**src/rtl/bxchg_pkg.sv**
```systemverilog
package bxchg_pkg;

  // Decoded, active-high strobes passed from control to the datapath
  typedef struct packed {
    logic loadA1;   // first narrow-to-1B stage
    logic loadA2;   // 2B register and second 1B stage
    logic loadB1;   // 1B capture register
    logic loadB2;   // 2B capture register
    logic pickB1;   // registered select toward port A
  } xchgStrobes_t;

endpackage

```
**src/rtl/bxchg_ctrl.sv**
```systemverilog
module bxchg_ctrl
  import bxchg_pkg::*;
(
  input  logic         clk,
  input  logic         rst,
  input  logic         ldA1N,
  input  logic         ldA2N,
  input  logic         ldB1N,
  input  logic         ldB2N,
  input  logic         pickB1,
  input  logic         aDriveN,
  input  logic         bDriveN,
  output xchgStrobes_t strb,
  output logic         aEnQ,
  output logic         bEnQ
);

  logic selQ;

  // Select and direction controls are sampled on the clock edge
  always_ff @(posedge clk) begin
    if (rst) begin
      selQ <= 1'b0;
      aEnQ <= 1'b0;
      bEnQ <= 1'b0;
    end else begin
      selQ <= pickB1;
      aEnQ <= ~aDriveN;
      bEnQ <= ~bDriveN;
    end
  end

  always_comb begin
    strb.loadA1 = ~ldA1N;
    strb.loadA2 = ~ldA2N;
    strb.loadB1 = ~ldB1N;
    strb.loadB2 = ~ldB2N;
    strb.pickB1 = selQ;
  end

  // enables follow the active-low requests one edge later
  assert_oe_latency_R8: assert property (@(posedge clk) disable iff (rst)
    1'b1 |=> (aEnQ == !$past(aDriveN)) && (bEnQ == !$past(bDriveN)));

  // reset leaves both sides undriven
  assert_reset_oe_R1: assert property (@(posedge clk)
    rst |=> !aEnQ && !bEnQ);

endmodule

```
**src/rtl/bxchg_dpath.sv**
```systemverilog
module bxchg_dpath
  import bxchg_pkg::*;
#(
  parameter int WIDTH = 12
) (
  input  logic             clk,
  input  logic             rst,
  input  xchgStrobes_t     strb,
  input  logic [WIDTH-1:0] aIn,
  input  logic [WIDTH-1:0] b1In,
  input  logic [WIDTH-1:0] b2In,
  output logic [WIDTH-1:0] aOut,
  output logic [WIDTH-1:0] b1Out,
  output logic [WIDTH-1:0] b2Out
);

  localparam int HALVES = 2;

  logic [WIDTH-1:0] a1Stage1;
  logic [WIDTH-1:0] a1Stage2;
  logic [WIDTH-1:0] a2Reg;

  logic [WIDTH-1:0] bInArr [HALVES];
  logic [WIDTH-1:0] bCap   [HALVES];
  logic             bLoad  [HALVES];

  // Narrow-to-wide: two stages toward 1B, one toward 2B
  always_ff @(posedge clk) begin
    if (rst) begin
      a1Stage1 <= '0;
      a1Stage2 <= '0;
      a2Reg    <= '0;
    end else begin
      if (strb.loadA1) a1Stage1 <= aIn;
      if (strb.loadA2) begin
        a1Stage2 <= a1Stage1;
        a2Reg    <= aIn;
      end
    end
  end

  assign b1Out = a1Stage2;
  assign b2Out = a2Reg;

  // Wide-to-narrow: one capture register per half
  assign bInArr[0] = b1In;
  assign bInArr[1] = b2In;
  assign bLoad[0]  = strb.loadB1;
  assign bLoad[1]  = strb.loadB2;

  for (genvar h = 0; h < HALVES; h++) begin : gHalf
    always_ff @(posedge clk) begin
      if (rst)           bCap[h] <= '0;
      else if (bLoad[h]) bCap[h] <= bInArr[h];
    end
  end

  assign aOut = strb.pickB1 ? bCap[0] : bCap[1];

  // first stage holds while its enable is off
  assert_stage1_hold_R2: assert property (@(posedge clk) disable iff (rst)
    !strb.loadA1 |=> $stable(a1Stage1));

  // second stage takes the earlier first-stage word
  assert_stage2_fwd_R3: assert property (@(posedge clk) disable iff (rst)
    strb.loadA2 |=> b1Out == $past(a1Stage1));

  // 2B half captures the word on A
  assert_b2_capture_R4: assert property (@(posedge clk) disable iff (rst)
    strb.loadA2 |=> b2Out == $past(aIn));

  // wide outputs hold with both narrow-side enables off
  assert_wide_hold_R5: assert property (@(posedge clk) disable iff (rst)
    (!strb.loadA1 && !strb.loadA2) |=> $stable(b1Out) && $stable(b2Out));

  // a fresh 1B capture reaches A when selected
  assert_b1_to_a_R6: assert property (@(posedge clk) disable iff (rst)
    strb.loadB1 |=> (!strb.pickB1 || aOut == $past(b1In)));

  // a fresh 2B capture reaches A when selected
  assert_b2_to_a_R7: assert property (@(posedge clk) disable iff (rst)
    strb.loadB2 |=> (strb.pickB1 || aOut == $past(b2In)));

  // data registers clear
  assert_reset_data_R1: assert property (@(posedge clk)
    rst |=> (aOut == '0) && (b1Out == '0) && (b2Out == '0));

endmodule

```
**src/rtl/bxchg_top.sv**
```systemverilog
module bxchg_top
  import bxchg_pkg::*;
#(
  parameter int WIDTH = 12
) (
  input  logic             clk,
  input  logic             rst,
  input  logic             ldA1N,
  input  logic             ldA2N,
  input  logic             ldB1N,
  input  logic             ldB2N,
  input  logic             pickB1,
  input  logic             aDriveN,
  input  logic             bDriveN,
  input  logic [WIDTH-1:0] aIn,
  output logic [WIDTH-1:0] aOut,
  output logic             aOutEn,
  input  logic [WIDTH-1:0] b1In,
  output logic [WIDTH-1:0] b1Out,
  output logic             b1OutEn,
  input  logic [WIDTH-1:0] b2In,
  output logic [WIDTH-1:0] b2Out,
  output logic             b2OutEn
);

  xchgStrobes_t strb;
  logic         bEnQ;

  bxchg_ctrl u_ctrl (
    .clk     (clk),
    .rst     (rst),
    .ldA1N   (ldA1N),
    .ldA2N   (ldA2N),
    .ldB1N   (ldB1N),
    .ldB2N   (ldB2N),
    .pickB1  (pickB1),
    .aDriveN (aDriveN),
    .bDriveN (bDriveN),
    .strb    (strb),
    .aEnQ    (aOutEn),
    .bEnQ    (bEnQ)
  );

  bxchg_dpath #(.WIDTH(WIDTH)) u_dpath (
    .clk   (clk),
    .rst   (rst),
    .strb  (strb),
    .aIn   (aIn),
    .b1In  (b1In),
    .b2In  (b2In),
    .aOut  (aOut),
    .b1Out (b1Out),
    .b2Out (b2Out)
  );

  assign b1OutEn = bEnQ;
  assign b2OutEn = bEnQ;

endmodule

```
**config.mk**
```make
export PLATFORM = sky130hd
export DESIGN_NAME = bxchg_top
export DESIGN_NICKNAME = d
export VERILOG_FILES = /design/src/rtl/bxchg_pkg.sv /design/src/rtl/bxchg_ctrl.sv /design/src/rtl/bxchg_dpath.sv /design/src/rtl/bxchg_top.sv
export SDC_FILE = /design/constraint.sdc
export NUM_CORES = 1
export LEC_CHECK = 0
export ABC_AREA = 0
export ABC_CLOCK_PERIOD_IN_PS = 1450
export CORE_MARGIN = 2
export CORE_UTILIZATION = 30
export DETAILED_ROUTE_END_ITERATION = 7
export DONT_BUFFER_PORTS = 1
export GPL_ROUTABILITY_DRIVEN = 0
export SYNTH_ARGS = -nofsm -noshare
export SYNTH_HDL_FRONTEND = slang
export SYNTH_SLANG_ARGS = --single-unit
```
**constraint.sdc**
```tcl
create_clock -name clk -period 1.45 [get_ports clk]
set_input_delay 0.29 -clock clk [delete_from_list [all_inputs] [get_ports clk]]
set_output_delay 0.29 -clock clk [all_outputs]
set_load 0.01 [all_outputs]
```
## Word level (Yosys, flattened, before mapping)

Memories as Yosys holds them, arrays and structs flattened.
Index checks and enable logic that the tools add are counted.

| word-level totals | value |
|---|---|
| word-level logic and storage cells | 22 |
| memories kept | 1 |
| RAM bits | 24 |
| bits of input ports | 45 |
| register bits | 39 |
| output and inout bits | 39 |

| cells by class | value |
|---|---|
| multiplexer cells | 11 |
| bitwise gates (word level) | 4 |

Memory list:

| memory | depth | width | read ports | clocked after Yosys merged registers in | wr ports | line | source |
|---|---|---|---|---|---|---|---|
| u_dpath.bCap | 2 | 12 | 2 | 0 | 2 | bxchg_dpath.sv:24 | `logic [WIDTH-1:0] bCap [HALVES];` |

Operators by type and width:

| kind | count |
|---|---|
| two-way mux 12 bit | 3 |
| two-way mux 1 bit | 8 |
| inverter 1 bit | 2 |
| bitwise OR 1 bit | 2 |

## Depth between registers and ports, before layout

| depth | value |
|---|---|
| depth in word-level cells | 4 |
| mapped depth | 4 |
| depth with buffers taken out | 2 |

## Cells and area by module

Synthesis repeated with hierarchy kept, for this count alone.

| unflattened totals | value |
|---|---|
| cell total of the unflattened synthesis | 195 |
| area total of the unflattened synthesis | 2467.4 µm² |

By module, submodules not included:

| module | area each (µm²) | instances | cells an instance |
|---|---|---|---|
| bxchg_dpath | 2363.5 | 1 | 183 |
| bxchg_ctrl | 96.3 | 1 | 11 |
| bxchg_top | 7.5 | 1 | 1 |

## Worst setup path before layout

No wires, ideal clock.

| timing path | value |
|---|---|
| path type | input -> register |
| from | input rst |
| to | memory u_dpath.bCap[0][0] (enable) |
| arrival time | 0.965 ns |
| cell stages on the path | 3 |
| buffers on the path | 2 |
| library setup time | 0.359 ns |
| path slack | 0.126 ns |
| cells stage by stage | buf_4 -> buf_2 -> nand2b_1 |

RTL lines:

| what | line | source |
|---|---|---|
| start: declaration | bxchg_top.sv:7 | `input logic rst,` |
| end: declaration | bxchg_dpath.sv:24 |  |

## Worst setup path in the final report

| timing path | value |
|---|---|
| from | register u_ctrl.selQ |
| to | output aOut[5] |

| on the way | value |
|---|---|
| cells in the longest elaborated chain, start to end | 1 |

RTL lines:

| what | line | source |
|---|---|---|
| start: declaration | bxchg_ctrl.sv:18 | `logic selQ;` |
| start signal: assignment | bxchg_ctrl.sv:27 | `selQ <= pickB1;` |
| two-way mux 12 bit | bxchg_dpath.sv:58 | `assign aOut = strb.pickB1 ? bCap[0] : bCap[1];` |
| end: declaration | bxchg_top.sv:16 | `output logic [WIDTH-1:0] aOut,` |

Every way passes these cells.

==> flow_metrics.tcl <==
set metrics [dict create \
    num_io_pins 84 \
    number_of_vias_after_detailed_routing 1377 \
    cpMaxStageDelayCell "sky130_fd_sc_hd__dfxtp_4" \
    power_after_layout_mw 3.73 \
    setup_clock_skew_after_layout_ns 0.00262 \
    adder_cell_area_share_of_the_yosys_netlist_pct 0 \
    synth_simple_gate_area_share_pct 13.4 \
    global_route.usage.met1_pct 12.3 \
    post_synth_xor_area_fraction_pct 0 \
    synth_compound_area_share_pct 0 \
    route.detailed.vias_per_inst 4.54 \
    syn-mean-instance-area_um2 12.8 \
    cts.htree.levels 3 \
    grt.met2_usage_pct 17.1 \
    detail_route.iter0.violations 40 \
    numPlacedInstances 283 \
    layout_min_cycle_time_ns 1.46 \
    ys_seq_area_share_pct 61.3 \
    num-fill-cells 783 \
    clk_path_buf_depth 2 \
    timing.hold.ws_ns 0.0441 \
    clock.fmax_mhz 685 \
    placement.io_buffers 0 \
    cellPowerDensity_mw_per_mm2 1350 \
    first_global_vias 1465 \
    cts_buf_count 9 \
    die_area_mm2 0.00890 \
    root_cell_of_the_clock_tree "sky130_fd_sc_hd__clkbuf_8" \
    floorplan.die.height_um 94.3 \
    drt_total_wl_mm 4.66 \
    grt_pass1_wl_mm 7.23 \
    detail_route.first_pass.iterations 4 \
    max_cap_viol_count 0 \
    crit_chain "buf_12 -> mux2_4" \
    dpl-instance-area_mm2 0.00249 \
    postSynthRegisterBits 63 \
    postLayoutSetupSlackWorst_ns -0.00943 \
    hold_path.class "in2reg" \
    antenna-diode-count 0 \
    tritoncts "done" \
    synth_cells 191 \
    fp.coreArea_mm2 0.00781 \
    final-hold-violation-count 0 \
    detail_route.wl_per_cell_um 15.4 \
    maxSlewViolCount 0 \
    failed_checks "setup timing" \
    total_leakage_power_nw 1.16 \
    synth_area_mm2 0.00245 \
    final_util_pct 35.5 \
    setup_viol 10 \
    largest_voltage_drop_on_the_vdd_net_mv 0.578 \
    crit_path_start_kind "flip-flop" \
    rows 32 \
    rsz_0062_raised_after_global_routing "true" \
    drcViolationCount 0 \
    die-width_um 94.3 \
    start_util_pct 31.4 \
    synth_cell_types 15 \
    antenna_found_initial 0 \
    finalNonFillerCells 303 \
    share_of_post_route_cells_with_drive_strength_above_1_pct 16.4 \
    postRouteAntennaNets 0 \
    groute.layer.met3.usage_pct 7.18 \
    tns_ns -0.0468 \
    cts_sinks 63 \
    clk-insertion-delay-late_ns 0.33 \
    gr-usage-all-layers_pct 11.2 \
    syn_nets 236 \
    finish.instance_area_mm2 0.00277 \
    slowest_delay_ns 0.37 \
    largest_net_degree_at_the_start_of_global_routing 44 \
    critical_path_required_ns 1.16 \
    critical_path_peak_fanout 10 \
    globalRouteOverflowTotal 0 \
    layout_worst_path_cycle_share_pct 101 \
    num-nets-final 241 \
    busiest_layer "met2" \
    setup.worst_path.end_class "primary output" \
    worst-endpoint-arrival_ns 1.17 \
    slew-limit-headroom_pct 75.0 \
    yosysWarningCount 0 \
    yosys-mux-area-fraction_pct 20.2 \
    criticalPathCategory "reg2out" \
    status "finished, violations left" \
    synth_top_family_by_area "multiplexers" \
    flow.area_growth_from_synthesis_pct 13.2 \
    timing_worst_slew_pin_value_ns 0.374 \
    pre_cts_setup_slack_ns 0.240 \
    path_clk_slew_ns 0.07 \
]
## layout make-up
type	instances	area, µm²	share of cell area, %
Clock buffer	12	178	6.41
Clock inverter	4	23.8	0.858
Multi-Input combinational cell	115	862	31.1
Sequential cell	63	1510	54.3
Tap cell	102	128	4.60
Timing Repair Buffer	7	75.1	2.71
## per-layer routing
layer	share of wire, %	wire length (µm)
met5	0	0
met4	1.5	69
met1	40	1880
met3	14	641
met2	44	2060
## cell families after synthesis
| group | Yosys count |
|---|---|
| mux | 48 |
| buf+inv | 13 |
| flops | 63 |
| simple gates | 67 |
## sequential cells by signal, indices dropped and copies added, names as in the netlist
name and cells:
u_ctrl.aEnQ 1, u_ctrl.bEnQ 1, u_ctrl.selQ 1, u_dpath.a1Stage1 12, u_dpath.b1Out 12, u_dpath.b2Out 12, u_dpath.bCap 24
## critical path: cells and delay by family, from the launching register on
family                 cells  cell delay (ns)
buffers and inverters      1             0.14
DFF                        1             0.37
muxes                      1             0.32
## synth_stat cells
library cell / n / area, µm²
sky130_fd_sc_hd__and2_1: 24 / 150
sky130_fd_sc_hd__buf_12: 2 / 40.0
sky130_fd_sc_hd__buf_2: 3 / 15.0
sky130_fd_sc_hd__buf_4: 4 / 30.0
sky130_fd_sc_hd__buf_6: 3 / 33.8
sky130_fd_sc_hd__clkbuf_1: 1 / 3.75
sky130_fd_sc_hd__dfxtp_1: 39 / 781
sky130_fd_sc_hd__edfxtp_1: 24 / 721
sky130_fd_sc_hd__mux2_2: 12 / 135
sky130_fd_sc_hd__mux2i_1: 36 / 360
sky130_fd_sc_hd__nand2b_1: 2 / 12.5
sky130_fd_sc_hd__nor2_1: 38 / 143
sky130_fd_sc_hd__nor2_2: 1 / 6.26
sky130_fd_sc_hd__nor2_4: 1 / 11.3
sky130_fd_sc_hd__nor2b_1: 1 / 6.26
## path summary, 6_finish.rpt
path / start / end / slack, ns / cells past startpoint
max: u_ctrl.selQ / aOut[5] / -0.009 / 2
min: rst / u_dpath.b2Out[4] / 0.04 / 1
max reg2reg: u_dpath.b1Out[9] / u_dpath.b1Out[9] / 0.80 / 2
min reg2reg: u_dpath.a1Stage1[4] / u_dpath.b1Out[4] / 0.49 / 2
## report_power, final
part	switching (mW)	total, mW	leakage, nW	internal [mW]
Combinational	0.0922	0.228	0.476	0.136
Clock	0.664	1.49	0.103	0.824
Sequential	0.0676	2.02	0.579	1.95
## placed cells by master (no fill, tap or decap), drive strengths merged, types with 2 or more instances in the layout
master / netlist / routed
clkbuf: 1 / 12
mux2i: 36 / 36
dfxtp: 39 / 39
dlygate4sd3: 0 / 4
nand2b: 2 / 2
clkinv: 0 / 2
edfxtp: 24 / 24
and2: 24 / 24
buf: 12 / 3
nor2: 40 / 40
mux2: 12 / 12
## repair_timing
action	CTS	global route
setup buffers	0	0
hold buffers	4	0
endpoints found under the setup margin	12	10
gates resized for setup	12	0
hold endpoints to repair	3	0
Power figures use the tool's default switching activity.
